`src/rtl/serdes_bringup_seq.sv`:
```
module serdes_bringup_seq #(
  parameter int ADDR_W       = 20,
  parameter int DATA_W       = 8,
  parameter int WAIT_CYCLES  = 600000,
  parameter int POLL_TIMEOUT = 65536,
  parameter int LOCK_BIT     = 0,
  parameter logic [19:0] SRST_ADDR = 20'h30A00
) (
  input  logic              clk,
  input  logic              rst_n,
  input  logic              cfg_done,
  input  logic              mode_loopback,
  input  logic              mode_tx_half,
  input  logic              mode_rx_half,
  input  logic              mode_fc_link,
  input  logic [DATA_W-1:0] bus_rdata,
  output logic              hw_reset_n,
  output logic [ADDR_W-1:0] bus_addr,
  output logic [DATA_W-1:0] bus_wdata,
  output logic              bus_we,
  output logic              bus_re,
  output logic              sync_start,
  output logic              link_ready,
  output logic              lock_error
);
  localparam int CW = $clog2(WAIT_CYCLES + 1);
  localparam int TW = $clog2(POLL_TIMEOUT + 1);
  localparam int NCFG = 20;
  localparam int NCH  = 8;

  typedef enum logic [2:0] {
    S_HOLD, S_PWAIT, S_CFG, S_SRST, S_SWAIT, S_CLR, S_POLL, S_DONE
  } st_t;

  st_t           state;
  logic [CW-1:0] wcnt;
  logic [TW-1:0] tcnt;
  logic [4:0]    idx;
  logic          ph;
  logic          sync_q;
  logic          err_q;

  wire       last_wait = (wcnt == CW'(WAIT_CYCLES - 1));
  wire       timeout   = (tcnt == TW'(POLL_TIMEOUT - 1));
  wire [2:0] ch        = idx[2:0];
  wire [2:0] cfg_ch    = idx[2:0] - 3'd4;
  wire       lock_seen = bus_rdata[LOCK_BIT];
  wire       last_ch   = (idx == 5'(NCH - 1));
  wire       all_lock  = ph && lock_seen && last_ch;

  function automatic logic [ADDR_W-1:0] chan_base(input logic [2:0] c);
    return ADDR_W'(20'h30000) + ADDR_W'({c[2], 8'h00}) + ADDR_W'({c[1:0], 4'h0});
  endfunction

  assign hw_reset_n = (state != S_HOLD);
  assign link_ready = (state == S_DONE);
  assign sync_start = sync_q;
  assign lock_error = err_q;

  always_ff @(posedge clk or negedge rst_n) begin
    if (!rst_n) begin
      state  <= S_HOLD;
      wcnt   <= '0;
      tcnt   <= '0;
      idx    <= '0;
      ph     <= 1'b0;
      sync_q <= 1'b0;
      err_q  <= 1'b0;
    end else begin
      sync_q <= 1'b0;
      if (!cfg_done) begin
        state <= S_HOLD;
        wcnt  <= '0;
        tcnt  <= '0;
        idx   <= '0;
        ph    <= 1'b0;
      end else begin
        case (state)
          S_HOLD: begin
            state <= S_PWAIT;
            wcnt  <= '0;
          end
          S_PWAIT: begin
            if (last_wait) begin
              state <= S_CFG;
              idx   <= '0;
              wcnt  <= '0;
            end else wcnt <= wcnt + 1'b1;
          end
          S_CFG: begin
            if (idx == 5'(NCFG - 1)) begin
              state <= S_SRST;
              idx   <= '0;
            end else idx <= idx + 1'b1;
          end
          S_SRST: begin
            if (idx == 5'd3) begin
              state <= S_SWAIT;
              idx   <= '0;
              wcnt  <= '0;
            end else idx <= idx + 1'b1;
          end
          S_SWAIT: begin
            if (last_wait) begin
              state <= S_CLR;
              idx   <= '0;
              ph    <= 1'b0;
              wcnt  <= '0;
            end else wcnt <= wcnt + 1'b1;
          end
          S_CLR: begin
            ph <= !ph;
            if (ph) begin
              if (last_ch) begin
                state <= S_POLL;
                idx   <= '0;
                tcnt  <= '0;
              end else idx <= idx + 1'b1;
            end
          end
          S_POLL: begin
            tcnt <= tcnt + 1'b1;
            ph   <= !ph;
            if (all_lock) begin
              state  <= S_DONE;
              sync_q <= 1'b1;
              err_q  <= 1'b0;
            end else if (ph && lock_seen) begin
              idx <= idx + 1'b1;
            end
            if (timeout && !all_lock) begin
              state <= S_SRST;
              idx   <= '0;
              ph    <= 1'b0;
              err_q <= 1'b1;
            end
          end
          default: state <= S_DONE;
        endcase
      end
    end
  end

  always_comb begin
    bus_addr  = '0;
    bus_wdata = '0;
    bus_we    = 1'b0;
    bus_re    = 1'b0;
    case (state)
      S_CFG: begin
        bus_we = 1'b1;
        if (idx < 5'd2) begin
          bus_addr  = idx[0] ? ADDR_W'(20'h30900) : ADDR_W'(20'h30800);
          bus_wdata = DATA_W'(8'hFF);
        end else if (idx < 5'd4) begin
          bus_addr  = idx[0] ? ADDR_W'(20'h30901) : ADDR_W'(20'h30801);
          bus_wdata = mode_loopback ? DATA_W'(8'h0F) : '0;
        end else if (idx < 5'd12) begin
          bus_addr  = chan_base(cfg_ch) + ADDR_W'(2);
          bus_wdata = DATA_W'({mode_tx_half, 1'b1});
        end else begin
          bus_addr  = chan_base(cfg_ch) + ADDR_W'(3);
          bus_wdata = DATA_W'({mode_fc_link, mode_rx_half, 1'b1});
        end
      end
      S_SRST: begin
        bus_we    = 1'b1;
        bus_addr  = ADDR_W'(SRST_ADDR);
        bus_wdata = DATA_W'(idx < 5'd2);
      end
      S_CLR, S_POLL: begin
        bus_re   = !ph;
        bus_addr = chan_base(ch);
      end
      default: ;
    endcase
  end

  wire srst_wr1 = bus_we && (bus_addr == ADDR_W'(SRST_ADDR)) && bus_wdata[0];
  wire srst_wr0 = bus_we && (bus_addr == ADDR_W'(SRST_ADDR)) && !bus_wdata[0];

  p_rst_hold_r1: assert property (@(posedge clk) disable iff (!rst_n)
    !$past(cfg_done) |-> (!hw_reset_n && !link_ready));

  p_srst_ones_r7: assert property (@(posedge clk) disable iff (!rst_n)
    (srst_wr1 && !$past(srst_wr1)) |=> (srst_wr1 || !$past(cfg_done)));

  p_srst_first0_r7: assert property (@(posedge clk) disable iff (!rst_n)
    (srst_wr1 && $past(srst_wr1)) |=> (srst_wr0 || !$past(cfg_done)));

  p_srst_zeros_r7: assert property (@(posedge clk) disable iff (!rst_n)
    (srst_wr0 && $past(srst_wr1)) |=> (srst_wr0 || !$past(cfg_done)));

  p_lock_seen_r9: assert property (@(posedge clk) disable iff (!rst_n)
    $rose(link_ready) |-> $past(bus_rdata[LOCK_BIT]));

  p_sync_first_r11: assert property (@(posedge clk) disable iff (!rst_n)
    $rose(link_ready) |-> sync_start);

  p_sync_once_r11: assert property (@(posedge clk) disable iff (!rst_n)
    sync_start |=> !sync_start);

  p_ready_hold_r11: assert property (@(posedge clk) disable iff (!rst_n)
    (link_ready && cfg_done) |=> link_ready);

  p_bus_excl_r13: assert property (@(posedge clk) disable iff (!rst_n)
    !(bus_we && bus_re) && (!(bus_we || bus_re) || hw_reset_n));
endmodule

```
`config.mk`:
```
export PLATFORM = sky130hd
export DESIGN_NAME = serdes_bringup_seq
export DESIGN_NICKNAME = d
export VERILOG_FILES = /design/src/rtl/serdes_bringup_seq.sv
export SDC_FILE = /design/constraint.sdc
export NUM_CORES = 1
export LEC_CHECK = 0
export ABC_AREA = 1
export BUFFER_PORTS_ARGS = -buffer_cell sky130_fd_sc_hd__buf_2
export CORE_MARGIN = 3
export CORE_UTILIZATION = 40
export DETAILED_ROUTE_END_ITERATION = 8
export HOLD_SLACK_MARGIN = 0.08
export PLACE_DENSITY = 0.67
export SYNTH_ARGS = -nofsm -noshare
export SYNTH_HDL_FRONTEND = slang
export SYNTH_SLANG_ARGS = --single-unit
```
`constraint.sdc`:
```
create_clock -name clk -period 5.3 [get_ports clk]
set_clock_uncertainty 0.2 [all_clocks]
set_input_delay 1.06 -clock clk [delete_from_list [all_inputs] [get_ports clk]]
set_output_delay 1.06 -clock clk [all_outputs]
set_load 0.01 [all_outputs]
```
==> results of run 1 <==
==> registers in the layout, indices dropped and copies added, names as in the netlist <==
signal	cells
wcnt	20
idx	5
state	3
ph	1
tcnt	17
lock_error	1
sync_start	1
==> cells by family (layout without fill, tap and decap cells) <==
kind of cell    count (synthesis)  count (layout)  synth area share
xor+xnor                        9               9            0.0221
buf+inv                        98             110             0.136
other cells                     1              11           0.00105
flops                          48              48             0.337
fa+ha+maj                       4               4            0.0141
compound gates                 62              62            0.0970
simple gates                  297             297             0.393
==> routing by layer <==
layer	vias up	global-route usage	share of wire
li1	1686	-	-
met1	1463	0.223	0.48
met2	68	0.274	0.47
met3	6	0.0264	0.042
met4	0	0.0415	0.011
met5	-	0	0
==> power by group through the flow <==
stage	logic (W)	registers, W	clock network (W)
2_1_floorplan	0.000414	0.000416	0
3_3_place_gp	0.000459	0.000448	0
3_5_place_dp	0.000465	0.000448	0
4_1_cts	0.000468	0.000441	0.000281
5_1_grt	0.000518	0.000447	0.000293
6_report	0.000461	0.000440	0.000270
==> cell type report <==
type,count,area (um^2),share of cell area
inverters,72,278,0.0734
flip-flops and latches,48,1200,0.317
clock buffers,5,68.8,0.0182
multi-input cells,383,1910,0.506
well taps,105,131,0.0347
repair buffers,30,150,0.0397
clock inverters,3,42.5,0.0112
==> final timing paths <==
kind                                   startpoint                      to  slack, ps  depth (start not counted)
max in group asynchronous                   rst_n          ph$_DFFE_PN0P_       3510                          1
min in group asynchronous                   rst_n    wcnt[10]$_DFFE_PN0P_        750                          1
min reg2reg                lock_error$_DFFE_PN0P_  lock_error$_DFFE_PN0P_        310                          2
min                        lock_error$_DFFE_PN0P_  lock_error$_DFFE_PN0P_        310                          2
max                          state[0]$_DFFE_PN0P_            bus_wdata[1]       2070                          8
max reg2reg                   tcnt[0]$_DFFE_PN0P_      idx[4]$_DFFE_PN0P_       2300                         17
==> per-stage QoR <==
| step | cells | cell area, um^2 |
|---|---|---|
| 6_report | 646 | 3790 |
| 5_1_grt | 646 | 3790 |
| 4_1_cts | 646 | 3790 |
| 3_5_place_dp | 638 | 3670 |
| 3_3_place_gp | 638 | 3670 |
| 2_1_floorplan | 529 | 3600 |
==> worst min-delay path: stages (launching register included) <==
cell,delay [ps]
dfrtp_1,350
o22ai_1,70
inv_1,50
==> synthesized netlist by cell type (3+ instances only) <==
master	n	area (um^2)
a21oi_1	17	85.1
buf_4	18	135
buf_6	5	56.3
dfrtp_1	48	1200
ha_1	4	50.1
inv_1	58	218
inv_2	9	33.8
inv_4	3	18.8
nand2_1	122	458
nand2_2	6	37.5
nand2_4	7	78.8
nand3_1	43	215
nand3_2	4	40.0
nand4_1	17	106
nor2_1	74	278
nor2_2	4	25.0
nor2_4	4	45.0
nor3_1	10	50.1
o21ai_0	24	120
o21ai_1	8	40.0
o22ai_1	3	18.8
xor2_1	7	61.3
==> impl_metrics.ini, run 1 <==
[outcome]
status = finished clean

[finish]
final_cell_mix = nand2_1 (122), nor2_1 (74), inv_1 (58)
drive_gt1_frac = 0.146
fin_util = 0.449
fill_cells = 871
antenna_cells = 0
area_growth_pct = 6.32
fin_nets = 559
final_common_cell = nand2_1

[logic_synthesis]
yosysSeqAreaShare = 0.337
ys.flop_type = dfrtp_1
netlist_area_um2 = 3560
synthDistinctLibCells = 39
syn_inst = 519
async_flop_share = 1.00
ys_warn_count = 0
postSynthAreaPerCell_um2 = 6.86
yosys_register_bits = 48
synth_edf_count = 0

[critical_path]
critPathBufInv = 3
critical_path_required_ps = 4040
endpoint_kind = primary output
worstPathMaxFanout = 9
critPathArrivalTime_ps = 1970
crit_type = reg2out
setup.worst_path.start_class = flop
slowest_delay_ps = 550
crit_family = simple AND/OR/NAND/NOR gates
crit_chain = inv_4, nand2_1, nor2_1, inv_1, nor2_1, o211ai_1, nand2_1, buf_2
worst_path_max_delay_cell = dfrtp_1

[cts]
cts_resized = 0
clk_latency_ps = 300
htreeDepth = 2
cts.sinks = 48
cts_hold_buf = 0
numCtsBuffers = 5
cts_setup_buffers = 0
cts_root_buf = clkbuf_8
cts_tree = yes
path_clk_slew_ps = 100
clock_path_buffers = 2

[place]
gp_congestion = 0.914
io_buffers = 30
dp_hpwl_um = 6200
pre_cts_slack_ps = 2240

[power]
p_comb_frac = 0.394
seq_power_share = 0.376
ir_worst_vdd_v = 0.000234
finalPower_w = 0.00117
leakage_nw = 1.78
switching_power_w = 0.000494
power_frac_clock = 0.231
power_density_nw_per_um2 = 310
swShare = 0.422
internal-power_w = 0.000678

[sta]
finalHoldViolations = 0
finalMaxSlewViolations = 0
final_min_period_over_clock_period = 0.609
rsz0062_at_grt = false
period_needed_ps = 3230
max_freq_mhz = 310
whs_ps = 305
worst_slew_pin_slew_ps = 1050
finalSetupViolations = 0
slew_headroom = 0.298
setup_tns_ps = 0
setup_ws_ps = 2070

[drt]
route.detailed.drc = 0
drtIter0Drc = 130
routed_wirelength_um = 7960
vias = 3223
routedWlPerCell_um = 12.3
dr.pass1.iters = 5
via_per_inst = 4.99
ant_nets = 0

[floorplanning]
io_pins = 49
die_w_um = 100
rows = 33
die_h_um = 100
core-area_um2 = 8420
start_util = 0.423
dieArea_um2 = 10100

[global_routing]
grt_overflow_total = 0
antenna_found_initial = 0
grt_start_max_net_pins = 49
track_usage = 0.164
grt_pass1_wl_um = 13600
grt_pass1_vias = 3045

[min_path]
hp-class = reg2reg

[flow_run]
cap_violations = 0
Power figures use the tool's default switching activity.
==> inputs of run 2 (changes only) <==
--- a/config.mk
+++ b/config.mk
@@ -5,13 +5,13 @@
 export SDC_FILE = /design/constraint.sdc
 export NUM_CORES = 1
 export LEC_CHECK = 0
-export ABC_AREA = 1
+export ABC_AREA = 0
 export BUFFER_PORTS_ARGS = -buffer_cell sky130_fd_sc_hd__buf_2
 export CORE_MARGIN = 3
 export CORE_UTILIZATION = 40
 export DETAILED_ROUTE_END_ITERATION = 8
 export HOLD_SLACK_MARGIN = 0.08
-export PLACE_DENSITY = 0.67
+export PLACE_DENSITY = 0.68
 export SYNTH_ARGS = -nofsm -noshare
 export SYNTH_HDL_FRONTEND = slang
 export SYNTH_SLANG_ARGS = --single-unit
==> constraint.sdc (replaced) <==
create_clock -name clk -period 3 [get_ports clk]
set_clock_uncertainty 0.2 [all_clocks]
set_input_delay 0.6 -clock clk [delete_from_list [all_inputs] [get_ports clk]]
set_output_delay 0.6 -clock clk [all_outputs]
set_load 0.01 [all_outputs]
==> impl_metrics.ini, run 2 <==
[critical_path]
crit_chain = ha_2, and3_1, and3_1, and3_1, and3_1, ha_2, a21oi_1, a311oi_1, o22ai_2, or2_1, o32ai_2
endpoint_kind = flop
setup.worst_path.start_class = flop
critPathBufInv = 0
slowest_delay_ps = 430
worst_path_max_delay_cell = dfrtp_1
critical_path_required_ps = 3000
critPathArrivalTime_ps = 2870
cpMostUsedCell = and3_1
crit_family = simple AND/OR/NAND/NOR gates
crit_type = reg2reg
worstPathMaxFanout = 6

[logic_synthesis]
synthDistinctLibCells = 56
ys_top_cells_by_area = dfrtp_1 (38%), o21ai_0 (6.8%), a21oi_1 (5.0%), nand2_1 (3.9%), buf_4 (3.5%)
synth_top_cell_by_area = dfrtp_1
syn_inst = 385
ys.flop_type = dfrtp_1
postSynthAreaPerCell_um2 = 8.28
yosysSeqAreaShare = 0.377
netlist_area_um2 = 3190
ys_warn_count = 0
yosys_register_bits = 48
async_flop_share = 1.00
yosysMostFrequentCell = dfrtp_1
synth_common_cells = dfrtp_1 (48), o21ai_0 (43), nand2_1 (33)
yosysTopAreaCellShare = 0.377
synth_edf_count = 0

[global_routing]
grt-busiest-layer = met2
grt.met2_usage = 0.262
grt_overflow_total = 0
grt_start_max_net_pins = 31
grtUsageMet3 = 0.0276
grt_pass1_wl_um = 11800
antenna_found_initial = 0
grt_pass1_vias = 2573
track_usage = 0.159
grtUsageMet1 = 0.214

[sta]
max_freq_mhz = 349
finalSetupViolations = 0
period_needed_ps = 2860
slew_headroom = 0.181
setup_tns_ps = 0
worst_slew_pin_slew_ps = 1230
final_min_period_over_clock_period = 0.954
finalHoldViolations = 0
finalMaxSlewViolations = 0
rsz0062_at_grt = true
whs_ps = 119

[floorplanning]
dieArea_um2 = 9080
die_h_um = 95.3
die_w_um = 95.3
start_util = 0.426
io_pins = 49
core-area_um2 = 7490
rows = 31

[drt]
drtIter0Drc = 151
dr.pass1.iters = 6
vias = 2932
via_per_inst = 5.68
ant_nets = 0
route.detailed.drc = 0
routedWlPerCell_um = 13.8
routed_wirelength_um = 7110

[finish]
top_register = wcnt
stdcell_count = 516
fin_util = 0.485
final_cell_mix = dfrtp_1 (48), o21ai_0 (43), nand2_1 (33)
final_common_cell = dfrtp_1
drive_gt1_frac = 0.182
top_regs = wcnt x20, tcnt x17, idx x5
largest_reg_flops = 20
area_growth_pct = 13.9
fill_cells = 699
fin_nets = 436
antenna_cells = 0

[cts]
htreeDepth = 2
clk_latency_ps = 300
clock_path_buffers = 2
path_clk_slew_ps = 90
numCtsBuffers = 5
cts_hold_buf = 0
cts.sinks = 48
cts_root_buf = clkbuf_8
cts_tree = yes

[power]
power_density_nw_per_um2 = 367
finalPower_w = 0.00133
leakage_nw = 1.56
ir_worst_vdd_v = 0.000187

[place]
io_buffers = 30
gp_congestion = 0.815
dp_hpwl_um = 5080
dp.cells = 507

[outcome]
status = finished clean

[flow_run]
cap_violations = 0

[min_path]
hp-class = in2async
run 2: cells by family after synthesis:
family	share of synthesized area
other	0.00118
AND/OR/NAND/NOR	0.253
adder cells (fa/ha/maj)	0.0157
multiplexers	0.00981
buffers and inverters	0.0883
AO/OA/AOI/OAI	0.250
XOR/XNOR	0.00550
flip-flops	0.377
run 2: stage by stage:
| step | worst slack (ps) | cell area (um^2) |
|---|---|---|
| 4_1_cts | 103 | 3580 |
| 3_5_place_dp | 130 | 3450 |
| 6_report | 138 | 3630 |
| 5_1_grt | -19.5 | 3630 |
| 3_3_place_gp | 162 | 3450 |
| 2_1_floorplan | 177 | 3230 |
run 2: layout make-up:
type	count	area, um^2	share of cell area
clock buffers	5	68.8	0.0190
clock inverters	2	60.1	0.0165
inverters	16	60.1	0.0165
multi-input cells	291	1780	0.490
flip-flops and latches	48	1200	0.331
well taps	99	124	0.0341
repair buffers	55	338	0.0931
run 2: path summary, 6_finish.rpt:
check | start | endpoint | slack (ps) | cells after the start
hold / removal | rst_n | idx[3]$_DFFE_PN0P_ | 120 | 1
hold reg to reg | tcnt[16]$_DFFE_PN0P_ | tcnt[16]$_DFFE_PN0P_ | 290 | 2
min in group clk | tcnt[16]$_DFFE_PN0P_ | tcnt[16]$_DFFE_PN0P_ | 290 | 2
max in group asynchronous | rst_n | tcnt[12]$_DFFE_PN0P_ | 1850 | 2
setup / recovery | tcnt[1]$_DFFE_PN0P_ | idx[2]$_DFFE_PN0P_ | 140 | 11
setup reg to reg | tcnt[1]$_DFFE_PN0P_ | idx[2]$_DFFE_PN0P_ | 140 | 11
run 2: where the power goes:
| group | internal [W] | switching [W] | leakage, nW |
|---|---|---|---|
| sequential | 0.000655 | 0.00000896 | 0.667 |
| combinational | 0.0000482 | 0.0000798 | 0.827 |
| clock | 0.000328 | 0.000214 | 0.0642 |
| total | 0.00103 | 0.000303 | 1.56 |
run 2: per-layer routing:
layer	vias to the layer above	routed length, um	share of wire
met5	-	0	0
met2	77	3270	0.46
li1	1472	-	-
met1	1374	3340	0.47
met3	9	380	0.053
met4	0	109	0.015
run 2: repair_timing:
action | 4_1_cts | 5_1_grt
resized for setup | 0 | 5
endpoints found under the setup margin | 0 | 5
setup buffers | 0 | 2
